==> config.mk <==
export PLATFORM = sky130hd
export DESIGN_NAME = edge_irq_unit
export DESIGN_NICKNAME = d
export VERILOG_FILES = /design/src/rtl/eiu_pkg.sv /design/src/rtl/eiu_edge_detect.sv /design/src/rtl/eiu_regs.sv /design/src/rtl/eiu_status.sv /design/src/rtl/edge_irq_unit.sv
export SDC_FILE = /design/constraint.sdc
export NUM_CORES = 1
export LEC_CHECK = 0
export BUFFER_PORTS_ARGS = -buffer_cell sky130_fd_sc_hd__buf_2
export CAP_MARGIN = 15
export CORE_AREA = 2 2 85 87
export CTS_CLUSTER_SIZE = 25
export DETAILED_ROUTE_END_ITERATION = 7
export DIE_AREA = 0 0 87 89
export GPL_ROUTABILITY_DRIVEN = 0
export GPL_TIMING_DRIVEN = 0
export HOLD_SLACK_MARGIN = 0.15
export PLACE_DENSITY_LB_ADDON = 0.08
export RECOVER_POWER = 50
export SYNTH_ARGS = -nofsm -noshare
export SYNTH_HDL_FRONTEND = slang
export SYNTH_SLANG_ARGS = --single-unit
==> constraint.sdc <==
create_clock -name clk -period 3.2 [get_ports clk]
set_input_delay 0.16 -clock clk [delete_from_list [all_inputs] [get_ports clk]]
set_output_delay 0.16 -clock clk [all_outputs]
set_load 0.02 [all_outputs]
==> src/rtl/eiu_pkg.sv <==
package eiu_pkg;

    localparam int EVT_W  = 16;
    localparam int ADDR_W = 8;

    localparam logic [ADDR_W-1:0] ADDR_RISE = 8'h5E;
    localparam logic [ADDR_W-1:0] ADDR_FALL = 8'h60;
    localparam logic [ADDR_W-1:0] ADDR_STAT = 8'h62;

    localparam int EVT_ADC_DONE = 11;
    localparam int EVT_PEN      = 12;

    typedef logic [EVT_W-1:0] evt_vec_t;

    typedef struct packed {
        evt_vec_t rise;
        evt_vec_t fall;
    } edges_t;

    typedef enum logic [1:0] {
        SEL_NONE,
        SEL_RISE,
        SEL_FALL,
        SEL_STAT
    } reg_sel_e;

    function automatic reg_sel_e decode_addr(input logic [ADDR_W-1:0] a);
        case (a)
            ADDR_RISE: return SEL_RISE;
            ADDR_FALL: return SEL_FALL;
            ADDR_STAT: return SEL_STAT;
            default:   return SEL_NONE;
        endcase
    endfunction

endpackage

==> src/rtl/eiu_edge_detect.sv <==
module eiu_edge_detect
    import eiu_pkg::*;
(
    input  logic     clk,
    input  logic     rst,
    input  evt_vec_t evt_i,
    output edges_t   edges
);

    evt_vec_t prev_q;

    always_ff @(posedge clk) begin
        if (rst) prev_q <= '0;
        else     prev_q <= evt_i;
    end

    for (genvar i = 0; i < EVT_W; i++) begin : g_bit
        assign edges.rise[i] =  evt_i[i] & ~prev_q[i];
        assign edges.fall[i] = ~evt_i[i] &  prev_q[i];
    end

endmodule

==> src/rtl/eiu_regs.sv <==
module eiu_regs
    import eiu_pkg::*;
(
    input  logic     clk,
    input  logic     rst,
    input  logic     wr_en,
    input  reg_sel_e sel,
    input  evt_vec_t wdata,
    output evt_vec_t rise_en,
    output evt_vec_t fall_en,
    output evt_vec_t clr_hold,
    output evt_vec_t clr_eff
);

    logic wr_rise, wr_fall, wr_clr;

    assign wr_rise = wr_en && (sel == SEL_RISE);
    assign wr_fall = wr_en && (sel == SEL_FALL);
    assign wr_clr  = wr_en && (sel == SEL_STAT);

    // A clear write acts at its own edge; otherwise the held mask applies.
    assign clr_eff = wr_clr ? wdata : clr_hold;

    always_ff @(posedge clk) begin
        if (rst) begin
            rise_en  <= '0;
            fall_en  <= '0;
            clr_hold <= '0;
        end else begin
            if (wr_rise) rise_en  <= wdata;
            if (wr_fall) fall_en  <= wdata;
            if (wr_clr)  clr_hold <= wdata;
        end
    end

endmodule

==> src/rtl/eiu_status.sv <==
module eiu_status
    import eiu_pkg::*;
(
    input  logic     clk,
    input  logic     rst,
    input  edges_t   edges,
    input  evt_vec_t rise_en,
    input  evt_vec_t fall_en,
    input  evt_vec_t clr_eff,
    output evt_vec_t status
);

    evt_vec_t hit;

    for (genvar i = 0; i < EVT_W; i++) begin : g_bit
        assign hit[i] = (edges.rise[i] & rise_en[i]) | (edges.fall[i] & fall_en[i]);

        always_ff @(posedge clk) begin
            if (rst) status[i] <= 1'b0;
            else     status[i] <= (status[i] | hit[i]) & ~clr_eff[i];
        end
    end

endmodule

==> src/rtl/edge_irq_unit.sv <==
module edge_irq_unit
    import eiu_pkg::*;
(
    input  logic              clk,
    input  logic              rst,
    input  logic [EVT_W-1:0]  evt_i,
    input  logic              wr_en,
    input  logic [ADDR_W-1:0] addr,
    input  logic [EVT_W-1:0]  wdata,
    output logic [EVT_W-1:0]  rdata,
    output logic              irq_o
);

    reg_sel_e sel;
    edges_t   edges;
    evt_vec_t rise_en_q, fall_en_q, clr_hold_q, clr_eff, status_q;

    assign sel = decode_addr(addr);

    eiu_edge_detect u_edge (
        .clk   (clk),
        .rst   (rst),
        .evt_i (evt_i),
        .edges (edges)
    );

    eiu_regs u_regs (
        .clk      (clk),
        .rst      (rst),
        .wr_en    (wr_en),
        .sel      (sel),
        .wdata    (wdata),
        .rise_en  (rise_en_q),
        .fall_en  (fall_en_q),
        .clr_hold (clr_hold_q),
        .clr_eff  (clr_eff)
    );

    eiu_status u_stat (
        .clk     (clk),
        .rst     (rst),
        .edges   (edges),
        .rise_en (rise_en_q),
        .fall_en (fall_en_q),
        .clr_eff (clr_eff),
        .status  (status_q)
    );

    always_comb begin
        case (sel)
            SEL_RISE: rdata = rise_en_q;
            SEL_FALL: rdata = fall_en_q;
            SEL_STAT: rdata = status_q;
            default:  rdata = '0;
        endcase
    end

    assign irq_o = |status_q;

endmodule

Word-level counts from Yosys, hierarchy flattened --
Cells that the tools add are included.
Word-level totals: register bits 80, bits of input ports 43, output and inout port bits 17
Cells by class: eq/ne operators 6, muxes and demuxes 3, bitwise logic cells 160, reductions and logical operators 4
Operators with widths (count):
- 1-bit bitwise AND | 80
- 1-bit NOT | 48
- 16-bit one-hot mux with 3 select lines | 1
- 1-bit OR | 32
- 8-bit by 7-bit equality test with 1-bit output (second input constant) | 3
- 16-bit two-way mux | 1
- 16-bit OR reduction | 1
- 2-bit one-hot mux with 3 select lines | 1
- 2-bit equality test (second input constant) | 2
- 1-bit logical AND | 3
- 2-bit by 1-bit equality test with 1-bit output (second input constant) | 1

Depth between registers and ports, before layout --
depth after elaboration 7, depth in mapped cells 6, depth with buffers taken out 3

Cells and area by module --
A second synthesis with hierarchy kept.
Second synthesis, totals: cell total of the unflattened synthesis 377, area, all modules 4047.6 um2
By module, submodules not included:
- eiu_regs | times used 1, cells an instance 195, area each 2194.6 um2, seq. area each 960.9 um2
- eiu_edge_detect | times used 1, cells an instance 65, area each 664.4 um2, seq. area each 320.3 um2
- eiu_status | times used 1, cells an instance 50, area each 621.8 um2, seq. area each 320.3 um2
- edge_irq_unit | times used 1, cells an instance 67, area each 566.8 um2, seq. area each 0.0 um2

Worst setup path after synthesis --
No wires, ideal clock.
path kind input to output, start point input port addr[1], end point output port rdata[10], data arrival time 1311 ps, setup slack 1729 ps, stages 5, path buffers 3, path through clkbuf_1 -> buf_2 -> clkbuf_1 -> a32oi_1 -> nor2_1
On the way: longest elaborated chain between the ends 4
Ends and longest elaborated chain:
- start: declaration | line edge_irq_unit.sv:8 | input logic [ADDR_W-1:0] addr,
- 8-bit by 7-bit equality test with 1-bit output | line eiu_pkg.sv:28 | case (a)
- 2-bit one-hot mux with 3 select lines (*) | line eiu_pkg.sv:28
- 2-bit equality test / 2-bit by 1-bit equality test with 1-bit output (equally long branches) | line edge_irq_unit.sv:50 | case (sel)
- 16-bit one-hot mux with 3 select lines (*) | line edge_irq_unit.sv:50
- end: declaration | line edge_irq_unit.sv:10 | output logic [EVT_W-1:0] rdata,
Every way passes the cells marked *; elsewhere a longest branch is shown, timed or not.

Final worst setup path --
start point input port addr[0], end point register u_regs.clr_hold[8]
On the way: longest elaborated chain between the ends 5
Ends and longest elaborated chain:
- 8-bit by 7-bit equality test with 1-bit output | line eiu_pkg.sv:28
- 2-bit one-hot mux with 3 select lines (*) | line eiu_pkg.sv:28
- 2-bit equality test (*) | line eiu_regs.sv:19 | assign wr_clr = wr_en && (sel == SEL_STAT);
- 1-bit logical AND (*) | line eiu_regs.sv:19
- 16-bit two-way mux (*)
- end signal: assignment | line eiu_regs.sv:32 | if (wr_clr) clr_hold <= wdata;
- end: declaration | line eiu_regs.sv:11 | output evt_vec_t clr_hold,
Marked as above. A chain may end at the register's enable or synchronous reset.

==> flow_metrics.tcl <==
set metrics [dict create \
    syn_to_final_growth_pct 20.9 \
    port_buffers 57 \
    tightest_slew_ns 0.881 \
    yosysTopAreaCell "dfxtp_1" \
    fmax_mhz 497 \
    cts.htree.levels 3 \
    rsz0062_at_grt "no" \
    required_ns 3.47 \
    row_count 30 \
    synth_compound_area_share_pct 12.6 \
    syn-cell-area_mm2 0.00396 \
    synth.distinct_cells 24 \
    ys_ff_latch 80 \
    drive_gt1_share_pct 20.9 \
    crit_path_start_kind "input pin" \
    async_flop_share_pct 0 \
    grt_max_degree 14 \
    placed_cell_area_mm2 0.00435 \
    whs_ns 0.234 \
    die_w_um 87 \
    min_path_type "in -> reg" \
    synthCells 412 \
    synthSimpleGateAreaFrac_pct 23.1 \
    grt_use_total_pct 29.2 \
    relSlewSlack_pct 41.3 \
    p_leak_uw 0.00192 \
    setup_viol 0 \
    worstPathArrival_ns 2.29 \
    die-area_mm2 0.00774 \
    finalHoldViolCount 0 \
    synth_top_area_share_pct 40.4 \
    powerDensity_mw_per_mm2 389 \
    diodes 0 \
    postSynthAreaPerCell_um2 9.61 \
    clkLatencyLatePin_ns 0.36 \
    vias 3448 \
    crit_type "in -> reg" \
    fin_skew_ns 0.00927 \
    grt_remaining_overflow 0 \
    grt_pass1_wl_um 17100 \
    core_mm2 0.00672 \
    syn_nets 455 \
    drt_wl_total_um 11000 \
    post-cts-setup-buffer-count 0 \
    cp-end-kind "flip-flop" \
    critPathMaxFanout 10 \
    clock-sinks 80 \
    nets 555 \
    synth_edf_count 0 \
    ios 60 \
    placed_cells 549 \
    yosysSeqAreaShare_pct 40.4 \
    post-route-drc-count 0 \
    max_cap_viol_count 0 \
    place_hpwl_um 7320 \
    cts_tree "built" \
    finalSetupTns_ns 0 \
    ys_top_cells_by_area "dfxtp_1, mux2i_1, nand2b_1" \
    die_h_um 89 \
    drt_iter0_markers 206 \
    vias_per_cell 5.78 \
    final_area_mm2 0.00479 \
    r2r_cells 3 \
    ir_worst_vdd_mv 0.281 \
    yosysWarnings 0 \
    synthMuxAreaShare_pct 16.7 \
    drv_slew 0 \
    synth_ff_type "dfxtp_1" \
    drt_first_pass_iters 4 \
    post-route-min-period_ns 2.01 \
    synth_top_family_by_area "simple AND/OR/NAND/NOR gates" \
    clock_tree.buffer_depth 2 \
    synthAdderAreaFrac_pct 0 \
    cts.clk_slew.worst_paths_ns 0.09 \
    start_util_pct 58.9 \
    cts_root_buffer "clkbuf_8" \
    min_path_cells 4 \
    finalPower_uw 1860 \
    period_share_pct 62.9 \
    layout.cells.non_filler 597 \
    numCtsBuffers 9 \
    postRouteAntennaNets 0 \
    synth_xor_xnor_area_share_pct 0 \
    wire_per_inst_um 18.5 \
    antenna_found_initial 0 \
    grt_pass1_vias 3392 \
    status "finished, final reports clean" \
]
## synthesized netlist by cell type, types with 3 or more instances
| cell type | n |
|---|---|
| mux2i_1 | 48 |
| mux2_2 | 16 |
| buf_2 | 12 |
| buf_6 | 3 |
| nand3b_1 | 33 |
| a211oi_1 | 16 |
| dfxtp_1 | 80 |
| nor4_1 | 4 |
| a31o_2 | 16 |
| nor2_1 | 16 |
| clkbuf_1 | 16 |
| nor2b_1 | 16 |
| nand2b_1 | 64 |
| a31oi_1 | 16 |
| inv_1 | 32 |
| a32oi_1 | 16 |
## repair_timing
action / CTS / global route
setup endpoints to repair: 0 / 0
hold buffers: 32 / 0
resized for setup: 0 / 0
endpoints found under the hold margin: 55 / 0
## stage by stage
stage	util, %	setup slack [ns]
detailed placement	64.7	1.26
CTS	72.0	1.26
global route	71.3	0.994
finish	71.3	1.19
global placement	64.7	1.24
floorplan	-	1.73
## cell type report
| cell class | instances | area [um^2] |
|---|---|---|
| tap | 80 | 100 |
| clock inverter | 5 | 32.5 |
| timing repair buffer | 89 | 597 |
| fill | 529 | 1930 |
| buffer | 32 | 131 |
| sequential | 80 | 1600 |
| clock buffer | 11 | 141 |
| inverter | 32 | 120 |
| multi-input combinational | 268 | 2060 |
## path summary, 6_finish.rpt
path | startpoint | end | slack (ns)
worst max-delay path | addr[0] | u_regs.clr_hold[8] | 1.19
worst min-delay path | addr[4] | u_stat.status[15] | 0.23
worst max register to register | u_edge.prev_q[3] | u_stat.status[3] | 2.22
worst min register to register | u_regs.clr_hold[0] | u_regs.clr_hold[0] | 0.48
## registers in the layout, summed over array words and instances (netlist names)
name	count
u_edge.prev_q	16
u_regs.clr_hold	16
u_regs.fall_en	16
u_regs.rise_en	16
u_stat.status	16
## cell usage in the layout, fill, tap and decap left out, drive strengths merged, types with 32 or more instances in the layout
master	count
clkbuf	41
buf	59
nand3b	33
mux2i	48
dlygate4sd3	32
nand2b	64
dfxtp	80
inv	32
## power breakdown
group          total [uW]  internal (uW)  switching (uW)
Clock                 686            300             386
Sequential           1010           1010            5.41
Combinational         167           81.6            85.4
## metal layers
layer  share of wire (%)  global-route usage, %  vias up  wire length [um]
met5                   0                      0        -                 0
met4                 1.6                   9.94        0               176
met2                  48                   50.4      101              5290
met3                 4.4                   4.16       18               482
li1                    -                      -     1656                 -
met1                  46                   37.8     1673              5070
## cell families (layout without fill, tap and decap cells)
group	after synthesis	in the layout
simple gates	140	140
flops	80	80
compound gates	64	64
mux	64	64
buf+inv	64	169
## critical path: stages
cell	delay (ns)
buf_2	0.10
nor4bb_1	0.26
clkbuf_1	0.41
and3_1	0.22
clkbuf_1	0.20
clkbuf_1	0.63
mux2i_1	0.31
Power figures use the tool's default switching activity.
